`src/rtl/serial_latch_bank.sv`:
```
module serial_latch_bank #(
  parameter int BANK_W = 8,
  parameter int N_BANK = 4,
  parameter int TEST_BIT  = 1,
  parameter int BLINK_BIT = 3,
  parameter int KBD_BIT   = 4,
  parameter int DUAL_BIT  = 5,
  parameter int DISP_BIT  = 6
) (
  input  logic        clk,
  input  logic        rst,
  input  logic        sel_word,
  input  logic        sel_byte,
  input  logic [2:0]  bit_addr,
  input  logic        ser_bit,
  input  logic        strobe_n,
  input  logic        cmd_valid,
  input  logic [1:0]  cmd_op,
  output logic [3:0]  bank_en_n,
  output logic [7:0]  wr_data,
  output logic [7:0]  ctrl_q,
  output logic        test_mode,
  output logic        blink_en,
  output logic        kbd_irq_en,
  output logic        dual_int_en,
  output logic        disp_en,
  output logic [15:0] cursor_addr,
  output logic        cur_load,
  output logic        cur_inc,
  output logic        cur_dec
);
  localparam int SEL_W = $clog2(N_BANK);

  logic [SEL_W-1:0]              bank_idx;
  logic [N_BANK-1:0][BANK_W-1:0] latch_q;

  assign bank_idx  = {sel_word, sel_byte};
  assign bank_en_n = ~(N_BANK'(1) << bank_idx);

  for (genvar b = 0; b < N_BANK; b++) begin : g_bank
    for (genvar i = 0; i < BANK_W; i++) begin : g_bit
      always_ff @(posedge clk) begin
        if (rst)
          latch_q[b][i] <= 1'b0;
        else if (!strobe_n && !bank_en_n[b] && bit_addr == 3'(i))
          latch_q[b][i] <= ser_bit;
      end
    end
  end

  assign wr_data     = latch_q[0];
  assign ctrl_q      = latch_q[1];
  assign cursor_addr = {latch_q[3], latch_q[2]};

  assign test_mode   = ctrl_q[TEST_BIT];
  assign blink_en    = ctrl_q[BLINK_BIT];
  assign kbd_irq_en  = ctrl_q[KBD_BIT];
  assign dual_int_en = ctrl_q[DUAL_BIT];
  assign disp_en     = ctrl_q[DISP_BIT];

  always_ff @(posedge clk) begin
    if (rst) begin
      cur_load <= 1'b0;
      cur_inc  <= 1'b0;
      cur_dec  <= 1'b0;
    end else begin
      cur_load <= cmd_valid && cmd_op == 2'b01;
      cur_inc  <= cmd_valid && cmd_op == 2'b10;
      cur_dec  <= cmd_valid && cmd_op == 2'b11;
    end
  end
endmodule

```
`config.mk`:
```
export PLATFORM = sky130hd
export DESIGN_NAME = serial_latch_bank
export DESIGN_NICKNAME = d
export VERILOG_FILES = /design/src/rtl/serial_latch_bank.sv
export SDC_FILE = /design/constraint.sdc
export NUM_CORES = 1
export LEC_CHECK = 0
export ABC_CLOCK_PERIOD_IN_PS = 1100
export CAP_MARGIN = 40
export CORE_MARGIN = 4
export CORE_UTILIZATION = 44
export DETAILED_ROUTE_END_ITERATION = 12
export PLACE_DENSITY_LB_ADDON = 0.12
export SYNTH_ARGS = -nofsm -noshare
export SYNTH_HDL_FRONTEND = slang
export SYNTH_SLANG_ARGS = --single-unit
```
`constraint.sdc`:
```
create_clock -name clk -period 1.1 [get_ports clk]
set_input_delay 0.33 -clock clk [delete_from_list [all_inputs] [get_ports clk]]
set_output_delay 0.33 -clock clk [all_outputs]
set_load 0.02 [all_outputs]
```
## After elaboration in Yosys (flattened, before gate mapping)

Cells that the tools add are included.

- Register bits after elaboration: 35
- Latch bits: 0
- Memory bits (writable): 0
- Bits in read-only memories: 0
- Input bits: 12
- Output and inout bits: 44
- Word-level logic and storage cells: 92
- Memories: 0

- Add/subtract/negate cells: 0
- $mul: 0
- Div/mod/pow operators: 0
- Order comparisons: 0
- Equal/unequal tests: 10
- Shift operators: 1
- Multiplexer cells: 0
- Bitwise logic cells: 1
- Reduce and logical (&&, ||, !) cells: 45

Operator list:

| operator | count |
|---|---|
| $logic_and A1 B1 Y1 | 39 |
| $eq A3 B3 Y1 const B | 4 |
| $eq A3 B2 Y1 const B | 2 |
| $logic_not A1 Y1 | 5 |
| $eq A2 B2 Y1 const B | 2 |
| $not A4 Y4 | 1 |
| $shl A1 B2 Y4 const A | 1 |
| $eq A3 B1 Y1 const B | 1 |
| $logic_not A3 Y1 | 1 |
| $eq A2 B1 Y1 const B | 1 |

## Depth between registers and ports, before layout

Gate-level depths: netlist of run 1.

- Depth in word-level cells: 5
- Mapped depth: 4
- Gate-level depth less buffers: 3

## Worst setup path after synthesis of run 1

OpenSTA, ideal clock, no wires.

- Path type: input -> register
- From: input port sel_byte
- To: register latch_q, in the netlist wr_data[0]
- Library setup time: 132 ps
- Arrival: 890 ps
- Required time: 968 ps
- Setup slack: 77 ps
- Stages: 3
- Path buffers: 0
- Cells stage by stage: nor3_2 > nand2_1 > mux2i_1

- Word-level cells in the longest chain between the ends: 5

RTL lines:

| item | RTL line | RTL |
|---|---|---|
| start, declared | 13 | `input logic sel_byte,` |
| $shl A1 B2 Y4 | 38 | `assign bank_en_n = ~(N_BANK'(1) << bank_idx);` |
| $not A4 Y4 | 38 |  |
| $logic_not A1 Y1 | 45 | `else if (!strobe_n && !bank_en_n[b] && bit_addr == 3'(i))` |
| $logic_and A1 B1 Y1 (2 in series) | 45 |  |
| end signal, assigned by index | 46 | `latch_q[b][i] <= ser_bit;` |
| end, declared | 35 | `logic [N_BANK-1:0][BANK_W-1:0] latch_q;` |

Every way passes these cells.
A chain may end at the register's enable or synchronous reset.

## Worst setup path after layout of run 1

- From: register latch_q, in the netlist disp_en
- To: output port disp_en

RTL lines:

| item | RTL line | RTL |
|---|---|---|
| end, declared | 26 | `output logic disp_en,` |

No word-level cell between the ends.

==> results of run 1 <==
per-layer routing:
layer / GRT usage / vias to the layer above / part of all wire
met1: 0.211 / 698 / 0.36
met2: 0.368 / 48 / 0.56
met3: 0.0525 / 14 / 0.055
met4: 0.104 / 0 / 0.028
met5: 0 / - / 0
li1: - / 724 / -
timing repair:
action / CTS / global route
setup buffers: 5 / 8
endpoints found under the setup margin: 76 / 62
cloned: 0 / 1
pin swaps: 0 / 3
hold endpoints to repair: 0 / 0
gates resized for setup: 312 / 20
power by group through the flow:
stage	clock [W]	sequential [W]	combinational (W)
after floorplan	0	0.00133	0.000118
after global placement	0	0.00131	0.000302
after detailed placement	0	0.00131	0.000309
after CTS	0.000821	0.00129	0.000309
after global routing	0.000884	0.00129	0.000372
final	0.000821	0.00129	0.000351
stage by stage:
stage	hold WS (ns)	power, W
floorplan	0.406	0.00144
global placement	0.465	0.00161
detailed placement	0.467	0.00162
CTS	0.492	0.00242
global route	0.468	0.00254
finish	0.441	0.00246
cells in the mapped netlist:
cell	instances	area [µm²]
nand2b_1	35	219
or2_2	1	6.26
nor4bb_1	2	20.0
buf_4	5	37.5
nor3_1	1	5.00
nor3b_1	3	22.5
nor3b_4	2	37.5
and4b_1	1	10.0
nor3_2	1	10.0
buf_2	1	5.00
and3b_1	4	35.0
clkbuf_1	6	22.5
mux2i_1	32	320
nand2_1	33	124
dfxtp_1	35	701
and3_1	1	6.26
cells by family (layout without fill, tap and decap cells):
| group | after synthesis | in the layout | synth area share |
|---|---|---|---|
| buffers and inverters | 12 | 108 | 0.0411 |
| AND/OR/NAND/NOR | 84 | 84 | 0.313 |
| flip-flops | 35 | 35 | 0.443 |
| multiplexers | 32 | 32 | 0.203 |
worst max-delay path by stage:
stage | start | end | slack (ns) | cells past startpoint
after floorplan | sel_byte | wr_data[0]$_SDFFE_PP0P_ | 0.08 | 3
after global placement | sel_byte | bank_en_n[0] | -0.86 | 3
after detailed placement | sel_byte | bank_en_n[0] | -0.88 | 3
after CTS | kbd_irq_en$_SDFFE_PP0P_ | kbd_irq_en | -0.07 | 1
after global routing | dual_int_en$_SDFFE_PP0P_ | dual_int_en | -0.09 | 1
final | disp_en$_SDFFE_PP0P_ | disp_en | -0.07 | 1
area by class of cell:
class                      instances  area, µm²
multi-input combinational        116        858
clock inverter                     1       7.51
sequential                        35        744
fill                             224        708
clock buffer                       7       65.1
tap                               46       57.6
timing repair buffer             100        975
==> impl_metrics.env, run 1 <==
export IMPL_critPathBufInv=1
export IMPL_dp_slack_ns=-0.879
export IMPL_share_comb_of_total_power=0.143
export IMPL_layout_commonest_cell="buf_6"
export IMPL_grt_overflow=0
export IMPL_slowest_stage="dfxtp_2"
export IMPL_dp_cells=283
export IMPL_die_area_um2=4620
export IMPL_viasPerCell=4.87
export IMPL_hold_end="cur_load$_SDFF_PP0_"
export IMPL_reg2reg_slack_ns=0.21
export IMPL_grt_pass1_vias=1522
export IMPL_status="finished, violations left"
export IMPL_antenna_found_initial=0
export IMPL_firstDrtPassIters=4
export IMPL_critPathRequiredTime_ns=0.77
export IMPL_grt_max_degree=33
export IMPL_power_internal_w=0.00184
export IMPL_p_seq_frac=0.524
export IMPL_clock_path_buffers=2
export IMPL_dpl_cell_area_um2=2370
export IMPL_min_delay_path_class="input pin to flip-flop"
export IMPL_setup_tns_ns=-1.63
export IMPL_p_per_area_nw_per_um2=908
export IMPL_setup_ws_ns=-0.0690
export IMPL_p_sw_frac=0.252
export IMPL_min_path_cells=3
export IMPL_crit_type="flip-flop to primary output"
export IMPL_htree_levels=2
export IMPL_place_gp_congestion=0.801
export IMPL_stdcell_area_um2=2710
export IMPL_postLayoutCoreUtil=0.793
export IMPL_clkSinkCount=35
export IMPL_worst_pin_slew_ns=0.219
export IMPL_clk_pin_slew_ns=0.11
export IMPL_ys_seq_area_frac=0.443
export IMPL_cpPeakStageDelay_ns=0.37
export IMPL_setup_viol=41
export IMPL_max_freq_mhz=855
export IMPL_path_cells="buf_6"
export IMPL_most_common_layout_cells="buf_6, buf_4, dfxtp_2, nand2b_1, nand2_1"
export IMPL_power_switching_w=0.000620
export IMPL_largest_register_ffs=16
export IMPL_core_um2=3420
export IMPL_yosysUniqueCellTypes=16
export IMPL_yosysWarnings=0
export IMPL_avgSynthCellArea_um2=9.70
export IMPL_p_leak_nw=1.37
export IMPL_r2r_end="wr_data[2]$_SDFFE_PP0P_"
export IMPL_violations="negative setup slack"
export IMPL_place_hpwl_mm=2.94
export IMPL_worst_r2r_cell_count=4
export IMPL_relSlewSlack=0.852
export IMPL_numCtsBuffers=5
export IMPL_rsz0062_at_grt="true"
export IMPL_fin_skew_ns=0
export IMPL_post_route_period_util=1.06
export IMPL_antenna_left=0
export IMPL_report_final_hold_viol_count=0
export IMPL_fp_dieW_um=68.0
export IMPL_via_count=1484
export IMPL_die_y_um=68.0
export IMPL_drt_wl_total_mm=4.73
export IMPL_drtIter0Drc=63
export IMPL_cts_tree="yes"
export IMPL_reg2reg_from="wr_data[2]$_SDFFE_PP0P_"
export IMPL_cts_root_buf="clkbuf_4"
export IMPL_num_rows=21
export IMPL_max_cap_violations=0
export IMPL_ys_ff_latch=35
export IMPL_io_pins=56
export IMPL_area_growth_syn_to_layout_pct=71.2
export IMPL_vdd_drop_max_v=0.000707
export IMPL_numPortBuffers=55
export IMPL_final_nets=270
export IMPL_wl_per_cell_um=15.5
export IMPL_synth_area_um2=1580
export IMPL_start_util=0.463
export IMPL_insertion_delay_ns=0.34
export IMPL_path_delay_family="flip-flops"
export IMPL_synth_nets=175
export IMPL_startpoint_type="flip-flop"
export IMPL_synthCells=163
export IMPL_fin_cells=305
export IMPL_cp_arrival_ns=0.84
export IMPL_period_needed_ns=1.17
export IMPL_cp_end_kind="primary output"
export IMPL_drive_above_1_share=0.568
export IMPL_grt_use_total=0.202
export IMPL_drc=0
export IMPL_clock_power_share=0.334
export IMPL_grt_pass1_wl_mm=6.87
export IMPL_crit_fanout=3
export IMPL_hp_start="rst"
export IMPL_cts_hold_buf=0
export IMPL_n_antenna_cell=0
export IMPL_slew_violations=0
(Power assumes the default switching activity.)
==> run 2, diff against run 1 <==
--- a/config.mk
+++ b/config.mk
@@ -7,7 +7,7 @@
 export LEC_CHECK = 0
 export ABC_CLOCK_PERIOD_IN_PS = 1100
 export CAP_MARGIN = 40
-export CORE_MARGIN = 4
+export CORE_MARGIN = 3
 export CORE_UTILIZATION = 44
 export DETAILED_ROUTE_END_ITERATION = 12
 export PLACE_DENSITY_LB_ADDON = 0.12
==> run 2 against run 1 <==
The run still ends with negative setup slack left. Non-clock buffer count down 1. Total power up 4.9%. Combinational power down 13%. Clock skew unchanged. Sequential share of layout area up 0.85 points. Sequential cell count unchanged. Setup slack worse by 0.032 ns. Maximum frequency down 2.7%. Register-to-register slack better by 0.04 ns. Core utilization down 1.5 points. First-iteration DRC count up 25%. Critical endpoint is now kbd_irq_en. Largest cell class unchanged. Largest power group unchanged.
==> impl_metrics.env, run 2 (same netlist as run 1, synthesis figures left out) <==
export IMPL_status="finished, violations left"
export IMPL_violations="negative setup slack"
export IMPL_place_gp_congestion=0.768
export IMPL_drc=0
export IMPL_critPathBufInv=1
export IMPL_post_route_period_util=1.09
export IMPL_cts_root_buf="clkbuf_4"
export IMPL_startpoint_type="flip-flop"
export IMPL_clkSinkCount=35
export IMPL_period_needed_ns=1.20
export IMPL_fp_dieW_um=66.0
export IMPL_grt_overflow=0
export IMPL_setup_ws_ns=-0.101
export IMPL_htree_levels=2
export IMPL_slowest_stage="dfxtp_4"
export IMPL_wl_per_cell_um=13.8
export IMPL_dp_cells=284
export IMPL_drive_above_1_share=0.539
export IMPL_num_rows=21
export IMPL_path_cells="buf_6"
export IMPL_setup_viol=41
export IMPL_rsz0062_at_grt="true"
export IMPL_most_common_layout_cells="buf_4, buf_6, nand2b_1, dfxtp_2, nand2_1"
export IMPL_numCtsBuffers=5
export IMPL_min_delay_path_class="input pin to flip-flop"
export IMPL_cp_arrival_ns=0.87
export IMPL_cts_hold_buf=0
export IMPL_die_area_um2=4350
export IMPL_cp_startpoint="kbd_irq_en$_SDFFE_PP0P_"
export IMPL_layout_commonest_cell="buf_4"
export IMPL_fin_skew_ns=0
export IMPL_crit_type="flip-flop to primary output"
export IMPL_area_growth_syn_to_layout_pct=66.6
export IMPL_min_path_cells=5
export IMPL_core_um2=3390
export IMPL_crit_fanout=3
export IMPL_viasPerCell=4.76
export IMPL_place_hpwl_mm=2.85
export IMPL_grt_use_total=0.207
export IMPL_relSlewSlack=0.838
export IMPL_reg2reg_from="ctrl_q[2]$_SDFFE_PP0P_"
export IMPL_clk_pin_slew_ns=0.12
export IMPL_hp_start="strobe_n"
export IMPL_vdd_drop_max_v=0.000990
export IMPL_p_leak_nw=1.34
export IMPL_antenna_left=0
export IMPL_slew_violations=0
export IMPL_insertion_delay_ns=0.36
export IMPL_path_delay_family="flip-flops"
export IMPL_antenna_found_initial=0
export IMPL_worst_pin_slew_ns=0.244
export IMPL_fin_cells=304
export IMPL_worst_r2r_cell_count=4
export IMPL_max_freq_mhz=833
export IMPL_hold_end="wr_data[7]$_SDFFE_PP0P_"
export IMPL_firstDrtPassIters=4
export IMPL_largest_register_ffs=16
export IMPL_grt_pass1_wl_mm=6.69
export IMPL_grt_pass1_vias=1439
export IMPL_die_y_um=66.0
export IMPL_start_util=0.467
export IMPL_critPathRequiredTime_ns=0.77
export IMPL_io_pins=56
export IMPL_cts_tree="yes"
export IMPL_final_nets=269
export IMPL_grt_max_degree=19
export IMPL_drtIter0Drc=79
export IMPL_numPortBuffers=55
export IMPL_clock_path_buffers=2
export IMPL_max_cap_violations=0
export IMPL_setup_tns_ns=-2.35
export IMPL_r2r_end="ctrl_q[2]$_SDFFE_PP0P_"
export IMPL_n_antenna_cell=0
export IMPL_reg2reg_slack_ns=0.25
export IMPL_via_count=1448
export IMPL_cpPeakStageDelay_ns=0.38
export IMPL_p_per_area_nw_per_um2=979
export IMPL_cp_end_kind="primary output"
export IMPL_drt_wl_total_mm=4.20
export IMPL_report_final_hold_viol_count=0
run 2: cell types whose count changed in the layout (fill, tap and decap cells not counted), moves of 2 or more:
cell	before	now
nor3b_2	3	1
nor3b_1	0	2
buf_6	48	43
buf_4	37	44
dlygate4sd2_1	1	3
run 2: final cells by class:
type | count | area [µm²]
timing repair buffer | 99 | 921
multi-input combinational | 116 | 823
fill | 227 | 754
sequential | 35 | 747
tap | 46 | 57.6
clock buffer | 6 | 51.3
clock inverter | 2 | 35.0
run 2: layer usage:
metal  vias to the layer above  share of wire  track usage
met1                       675           0.41        0.235
met2                        41           0.51        0.367
li1                        722              -            -
met4                         0          0.024       0.0914
met3                        10          0.049       0.0459
met5                         -              0            0
run 2: worst max path at each step:
stage | cells past startpoint | endpoint | slack (ns)
after detailed placement | 3 | bank_en_n[0] | -0.89
final | 1 | kbd_irq_en | -0.10
after global routing | 1 | ctrl_q[4] | -0.12
after floorplan | 3 | wr_data[0]$_SDFFE_PP0P_ | 0.08
after CTS | 1 | ctrl_q[4] | -0.08
after global placement | 3 | bank_en_n[0] | -0.86
run 2: what timing repair did:
item                       4_1_cts  5_1_grt
setup buffers                    6        6
pin swaps                        1        2
resized for setup              310        7
cloned                           0        0
setup endpoints to repair       76       50
run 2: where the power goes:
group / switching [W] / internal (W)
registers: 0.00000827 / 0.00128
clock network: 0.000451 / 0.000537
logic: 0.000145 / 0.000162
run 2: through the flow:
| stage | power (W) | util | hold WS (ns) | worst slack, ns | cell area, µm² |
|---|---|---|---|---|---|
| 2_1_floorplan | 0.00144 | - | 0.406 | 0.0775 | 1580 |
| 3_3_place_gp | 0.00160 | 0.698 | 0.465 | -0.858 | 2360 |
| 3_5_place_dp | 0.00161 | 0.698 | 0.471 | -0.892 | 2360 |
| 4_1_cts | 0.00257 | 0.760 | 0.490 | -0.0848 | 2580 |
| 5_1_grt | 0.00267 | 0.777 | 0.463 | -0.122 | 2640 |
| 6_report | 0.00258 | 0.777 | 0.440 | -0.101 | 2640 |
run 2: worst reg2reg max path, stage by stage, from the launching register on:
cell	delay, ns
dfxtp_2	0.37
buf_4	0.10
buf_4	0.09
nand2b_1	0.05
mux2i_1	0.17
